==> config.mk <==
export PLATFORM = sky130hd
export DESIGN_NAME = con_rx_port
export DESIGN_NICKNAME = d
export VERILOG_FILES = /design/src/rtl/con_rx_pkg.sv /design/src/rtl/con_rx_hold_timer.sv /design/src/rtl/con_rx_data_path.sv /design/src/rtl/con_rx_irq_ctl.sv /design/src/rtl/con_rx_port.sv
export SDC_FILE = /design/constraint.sdc
export NUM_CORES = 1
export LEC_CHECK = 0
export ABC_AREA = 1
export BUFFER_PORTS_ARGS = -buffer_cell sky130_fd_sc_hd__buf_2
export CORE_ASPECT_RATIO = 0.75
export CORE_MARGIN = 10
export CORE_UTILIZATION = 59
export CTS_CLUSTER_SIZE = 25
export DETAILED_ROUTE_END_ITERATION = 10
export GPL_TIMING_DRIVEN = 0
export PLACE_DENSITY = 0.88
export SLEW_MARGIN = 20
export SYNTH_ARGS = -nofsm -noshare
export SYNTH_HDL_FRONTEND = slang
export SYNTH_SLANG_ARGS = --single-unit
==> constraint.sdc <==
create_clock -name clk_i -period 2.05 [get_ports clk_i]
set_input_delay 0.41 -clock clk_i [delete_from_list [all_inputs] [get_ports clk_i]]
set_output_delay 0.41 -clock clk_i [all_outputs]
set_load 0.03 [all_outputs]
==> src/rtl/con_rx_pkg.sv <==
package con_rx_pkg;
  localparam int REG_W = 16;
  localparam int CHR_W = 8;
  localparam int CNT_W = 2 * REG_W;

  localparam logic [1:0] SEL_CSR  = 2'd0;
  localparam logic [1:0] SEL_DATA = 2'd1;
  localparam logic [1:0] SEL_CNTL = 2'd2;
  localparam logic [1:0] SEL_CNTH = 2'd3;

  localparam int CSR_RDY_BIT = 7;
  localparam int CSR_IE_BIT  = 6;

  // error summary | framing | break
  localparam logic [REG_W-1:0] BREAK_CODE = 16'hA400;
endpackage

==> src/rtl/con_rx_hold_timer.sv <==
module con_rx_hold_timer #(
  parameter int PRESCALE   = 50000,
  parameter int HOLD_TICKS = 500
) (
  input  logic clk_i,
  input  logic rst_ni,
  input  logic run_i,
  input  logic restart_i,
  output logic expired_o
);
  localparam int PW = (PRESCALE > 1) ? $clog2(PRESCALE) : 1;
  localparam int TW = $clog2(HOLD_TICKS + 1);
  localparam logic [PW-1:0] PRE_LAST = PW'(PRESCALE - 1);
  localparam logic [TW-1:0] TICK_END = TW'(HOLD_TICKS);

  logic [PW-1:0] pre_q;
  logic [TW-1:0] tick_q;

  assign expired_o = (tick_q == TICK_END);

  always_ff @(posedge clk_i or negedge rst_ni) begin
    if (!rst_ni) begin
      pre_q  <= '0;
      tick_q <= '0;
    end else if (restart_i || !run_i) begin
      pre_q  <= '0;
      tick_q <= '0;
    end else if (!expired_o) begin
      if (pre_q == PRE_LAST) begin
        pre_q  <= '0;
        tick_q <= tick_q + 1'b1;
      end else begin
        pre_q <= pre_q + 1'b1;
      end
    end
  end

  assert_tick_bound_R6: assert property (@(posedge clk_i) disable iff (!rst_ni)
    tick_q <= TICK_END);
endmodule

==> src/rtl/con_rx_data_path.sv <==
module con_rx_data_path
  import con_rx_pkg::*;
(
  input  logic             clk_i,
  input  logic             rst_ni,
  input  logic             accept_i,
  input  logic             brk_i,
  input  logic [CHR_W-1:0] byte_i,
  input  logic             mode_8bit_i,
  input  logic             halt_en_i,
  input  logic             data_rd_i,
  output logic             done_o,
  output logic [REG_W-1:0] buf_o,
  output logic [CNT_W-1:0] count_o,
  output logic             halt_o
);
  logic [CHR_W-1:0] chr;
  assign chr = mode_8bit_i ? byte_i : {1'b0, byte_i[CHR_W-2:0]};

  always_ff @(posedge clk_i or negedge rst_ni) begin
    if (!rst_ni) begin
      done_o  <= 1'b0;
      buf_o   <= '0;
      count_o <= '0;
      halt_o  <= 1'b0;
    end else begin
      halt_o <= 1'b0;
      if (accept_i) begin
        done_o  <= 1'b1;
        buf_o   <= brk_i ? BREAK_CODE : {{(REG_W-CHR_W){1'b0}}, chr};
        count_o <= count_o + 1'b1;
        halt_o  <= brk_i && halt_en_i;
      end else if (data_rd_i && done_o) begin
        done_o <= 1'b0;
        buf_o  <= {{(REG_W-CHR_W){1'b0}}, buf_o[CHR_W-1:0]};
      end
    end
  end

  assert_read_clears_R4: assert property (@(posedge clk_i) disable iff (!rst_ni)
    (data_rd_i && done_o && !accept_i) |=> (!done_o && buf_o[REG_W-1:CHR_W] == '0));
  assert_halt_with_break_R8: assert property (@(posedge clk_i) disable iff (!rst_ni)
    halt_o |-> (buf_o == BREAK_CODE && done_o));
  assert_seven_bit_R9: assert property (@(posedge clk_i) disable iff (!rst_ni)
    (accept_i && !brk_i && !mode_8bit_i) |=> !buf_o[CHR_W-1]);
  assert_count_step_R10: assert property (@(posedge clk_i) disable iff (!rst_ni)
    (count_o == $past(count_o)) || (count_o == $past(count_o) + 1'b1));
endmodule

==> src/rtl/con_rx_irq_ctl.sv <==
module con_rx_irq_ctl (
  input  logic clk_i,
  input  logic rst_ni,
  input  logic csr_wr_i,
  input  logic wr_ie_i,
  input  logic accept_i,
  input  logic data_rd_i,
  input  logic done_i,
  output logic ie_o,
  output logic irq_o
);
  logic ie_eff;
  assign ie_eff = csr_wr_i ? wr_ie_i : ie_o;

  always_ff @(posedge clk_i or negedge rst_ni) begin
    if (!rst_ni) begin
      ie_o  <= 1'b0;
      irq_o <= 1'b0;
    end else begin
      if (csr_wr_i) ie_o <= wr_ie_i;
      if (csr_wr_i && !wr_ie_i)                           irq_o <= 1'b0;
      else if (accept_i && ie_eff)                        irq_o <= 1'b1;
      else if (data_rd_i && done_i)                       irq_o <= 1'b0;
      else if (csr_wr_i && wr_ie_i && done_i && !ie_o)    irq_o <= 1'b1;
    end
  end

  assert_irq_qualified_R3: assert property (@(posedge clk_i) disable iff (!rst_ni)
    irq_o |-> (done_i && ie_o));
  assert_ie_off_drops_R5: assert property (@(posedge clk_i) disable iff (!rst_ni)
    (csr_wr_i && !wr_ie_i) |=> !irq_o);
endmodule

==> src/rtl/con_rx_port.sv <==
module con_rx_port
  import con_rx_pkg::*;
#(
  parameter int PRESCALE   = 50000,
  parameter int HOLD_TICKS = 500
) (
  input  logic        clk_i,
  input  logic        rst_ni,
  input  logic [1:0]  reg_sel_i,
  input  logic        rd_en_i,
  input  logic        wr_en_i,
  input  logic [15:0] wr_data_i,
  output logic [15:0] rd_data_o,
  input  logic        rx_valid_i,
  input  logic [7:0]  rx_byte_i,
  input  logic        rx_break_i,
  output logic        rx_ready_o,
  input  logic        mode_8bit_i,
  input  logic        halt_en_i,
  output logic        irq_o,
  output logic        halt_req_o
);
  logic             done, ie, expired, accept, csr_wr, data_rd;
  logic [REG_W-1:0] buf_q, csr_view;
  logic [CNT_W-1:0] count;

  assign rx_ready_o = !done || expired;
  assign accept     = rx_valid_i && rx_ready_o;
  assign csr_wr     = wr_en_i && (reg_sel_i == SEL_CSR);
  assign data_rd    = rd_en_i && (reg_sel_i == SEL_DATA);

  always_comb begin
    csr_view = '0;
    csr_view[CSR_RDY_BIT] = done;
    csr_view[CSR_IE_BIT]  = ie;
  end

  always_comb begin
    unique case (reg_sel_i)
      SEL_CSR:  rd_data_o = csr_view;
      SEL_DATA: rd_data_o = buf_q;
      SEL_CNTL: rd_data_o = count[REG_W-1:0];
      default:  rd_data_o = count[CNT_W-1:REG_W];
    endcase
  end

  con_rx_hold_timer #(.PRESCALE(PRESCALE), .HOLD_TICKS(HOLD_TICKS)) u_timer (
    .clk_i, .rst_ni, .run_i(done), .restart_i(accept), .expired_o(expired));

  con_rx_data_path u_data (
    .clk_i, .rst_ni, .accept_i(accept), .brk_i(rx_break_i), .byte_i(rx_byte_i),
    .mode_8bit_i, .halt_en_i, .data_rd_i(data_rd), .done_o(done), .buf_o(buf_q),
    .count_o(count), .halt_o(halt_req_o));

  con_rx_irq_ctl u_irq (
    .clk_i, .rst_ni, .csr_wr_i(csr_wr), .wr_ie_i(wr_data_i[CSR_IE_BIT]),
    .accept_i(accept), .data_rd_i(data_rd), .done_i(done), .ie_o(ie), .irq_o(irq_o));

  assert_hold_blocks_R6: assert property (@(posedge clk_i) disable iff (!rst_ni)
    (done && !expired && rx_valid_i && !data_rd) |=> ($stable(buf_q) && $stable(count)));
  assert_accept_sets_ready_R3: assert property (@(posedge clk_i) disable iff (!rst_ni)
    accept |=> done);
endmodule

==> impl_metrics.csv <==
group,metric,value,unit
timing,max_freq,0.481,GHz
final_layout,final_nets,788,
grt,grt_max_degree,43,
final_layout,final_cell_mix,"nand2_1 (272), nor2_1 (85), inv_1 (77), dfrtp_1 (69), nand3_1 (52)",
worst_setup_path,slowest_stage,"o22ai_1",
clock_tree,cts_sinks,70,
timing,worstMarginPinSlew,0.523,ns
yosys,yosys_warnings,0,
routing,drc,0,
clock_tree,clockBufferDepth,2,
worst_setup_path,max_stage_delay,0.25,ns
final_layout,diodes,0,
yosys,synth-seq-cells,70,
grt,grt_pass1_vias,4617,
timing,fin_ws,-0.0269,ns
outcome,status,"complete, but fails checks",
routing,drt-total-wl,14000,µm
floorplanning,row_count,27,
power_and_ir_drop,static-leakage-power,2.60,nW
grt,grt-ovfl-total,0,
worst_setup_path,startpoint,"reg_sel_i[1]",
placed_design,dp_hpwl,10400,µm
floorplanning,coreArea,0.00747,mm²
timing,fin_crit_sh,1.01,
worst_setup_path,cp-start-kind,"primary input",
yosys,ys_types,33,
worst_setup_path,reg2reg_from,"u_timer.tick_q[0]$_DFFE_PN0P_",
routing,drt_iter0_markers,655,
final_layout,layout_commonest_cell,"nand2_1",
floorplanning,start_util,0.614,
final_layout,drive_above_1_share,0.136,
clock_tree,htreeDepth,3,
clock_tree,clock_latency,0.37,ns
yosys,synth_edf_count,0,
yosys,post_synth.cell_area_avg,6.64,µm²
timing,final-hold-violation-count,0,
yosys,synth_ff_type,"dfrtp_1",
floorplanning,die_area,0.0117,mm²
clock_tree,cts_tree,"yes",
power_and_ir_drop,ir_drop,0.000477,V
timing,setup_viol_count_final,1,
routing,vias,4878,
worst_setup_path,critPathKind,"primary input to output port",
worst_setup_path,arrival,1.67,ns
timing,slew_headroom,0.651,
yosys,syn_nets,729,
worst_setup_path,cp.required,1.64,ns
timing,maxSlewViolCount,0,
grt,grt_antenna_before_repair,0,
routing,avgViaCountPerCell,5.70,
placed_design,port_buffers,37,
worst_setup_path,path_buf_inv,4,
outcome,violations,"negative setup slack",
floorplanning,fp.dieW,122,µm
grt,grt_usage,0.248,
placed_design,gp_congestion,0.974,
worst_hold_path,hp-class,"primary input to flip-flop",
grt,grt_pass1_wl,22800,µm
power_and_ir_drop,power_density,753,mW/mm²
timing,fin_skew,0.00936,ns
worst_setup_path,crit_chain,"buf_2 -> inv_1 -> nor2_4 -> clkinvlp_4 -> o22ai_1 -> a21oi_1 -> o21ai_1 -> buf_4",
floorplanning,die_h,96.4,µm
worst_hold_path,min-delay-start,"halt_en_i",
placed_design,dp_slack,-0.316,ns
worst_setup_path,cpLargestDelayFamily,"buffers and inverters",
routing,firstDrtPassIters,5,
routing,ant_nets,0,
clock_tree,cts.root.buffer_cell,"clkbuf_8",
yosys,ys_seq_area_frac,0.382,
run,maxCapViolCount,0,
timing,period_needed,2.08,ns
routing,drt-wirelength-per-cell,16.4,µm
worst_setup_path,critical_path_peak_fanout,4,
yosys,synthCells,691,
floorplanning,boundaryPins,53,
clock_tree,clkSlewWorstSetupHoldPaths,0.07,ns
worst_setup_path,setup.worst_path.end_class,"output port",
yosys,synth_area,0.00459,mm²
clock_tree,cts_made_buffers,9,
final_layout,final_util,0.701,
yosys,async_flop_share,1.00,
final_layout,area_delta_synth_final,14.2,%
[synth_stat cells (all sizes together), types with 3 or more instances]
master    n  share of area
o221ai    7          0.013
dfrtp    70           0.38
or2       3         0.0041
nand4    19          0.029
xor2     12          0.023
o21ai    32          0.037
inv      80          0.065
nand2   275           0.23
xnor2     3         0.0057
ha        4          0.011
buf      15          0.021
nand3    53          0.059
o211ai   12          0.020
nor2     94          0.084
[cell type report]
class,count,area (µm²)
Timing Repair Buffer,48,304
Inverter,81,308
Clock buffer,13,159
Sequential cell,70,1750
Tap cell,101,126
Clock inverter,3,18.8
Fill cell,632,2230
Multi-Input combinational cell,523,2460
Buffer,17,105
[worst min-delay path, delay by kind of cell]
family                 cells  cell delay [ns]
buffers and inverters      1             0.10
and+or+nand+nor            2             0.10
[through the flow]
step	area [µm²]	TNS, ns	std cells	hold slack (ns)	power [mW]
floorplan	4590	0	691	0.114	2.41
global placement	4900	-1.34	829	0.474	2.74
detailed placement	4920	-1.29	830	0.372	2.78
CTS	5180	0	853	0.276	3.87
global route	5240	-0.0938	856	0.285	4.12
finish	5240	-0.0269	856	0.284	3.94
[repair_timing]
action | in CTS | in global routing
setup buffers | 6 | 3
pin swaps | 2 | 1
gates resized for setup | 9 | 19
hold buffers | 1 | 0
hold endpoints to repair | 28 | 0
setup endpoints to repair | 12 | 14
[sequential cells by signal, indices dropped and copies added, names as in the netlist]
| signal | flops |
|---|---|
| u_data.halt_o | 1 |
| u_data.count_o | 32 |
| u_data.done_o | 1 |
| u_timer.tick_q | 9 |
| u_data.buf_o | 9 |
| u_timer.pre_q | 16 |
| u_irq.irq_o | 1 |
| u_irq.ie_o | 1 |
[final timing paths]
| check | slack, ns | cells past startpoint | end |
|---|---|---|---|
| hold reg to reg | 0.49 | 2 | u_data.buf_o[3]$_DFFE_PN0P_ |
| min in group asynchronous | 0.52 | 2 | u_data.count_o[2]$_DFFE_PN0P_ |
| setup / recovery | -0.03 | 8 | rd_data_o[6] |
| max in group asynchronous | 0.96 | 3 | u_data.done_o$_DFFE_PN0P_ |
| setup reg to reg | 0.11 | 9 | u_data.count_o[7]$_DFFE_PN0P_ |
| hold / removal | 0.28 | 3 | u_data.halt_o$_DFF_PN0_ |
[per-layer routing]
metal | wire, µm | track usage | vias to the layer above
li1 | - | - | 2300
met5 | 0 | 0 | -
met1 | 5940 | 0.333 | 2292
met3 | 2030 | 0.0959 | 21
met2 | 5880 | 0.363 | 265
met4 | 177 | 0.0703 | 0
[where the power goes]
group / leakage (nW) / switching [mW] / internal [mW]
combinational: 1.56 / 0.814 / 0.384
clock: 0.0934 / 0.547 / 0.505
sequential: 0.950 / 0.145 / 1.55
total: 2.60 / 1.51 / 2.44
[cells by family after synthesis]
kind of cell,share of synthesized area
compound gates,0.0829
xor+xnor,0.0287
fa+ha+maj,0.0109
buf+inv,0.0889
flops,0.382
simple gates,0.407
Note: power is estimated with default switching activity, not from simulation.
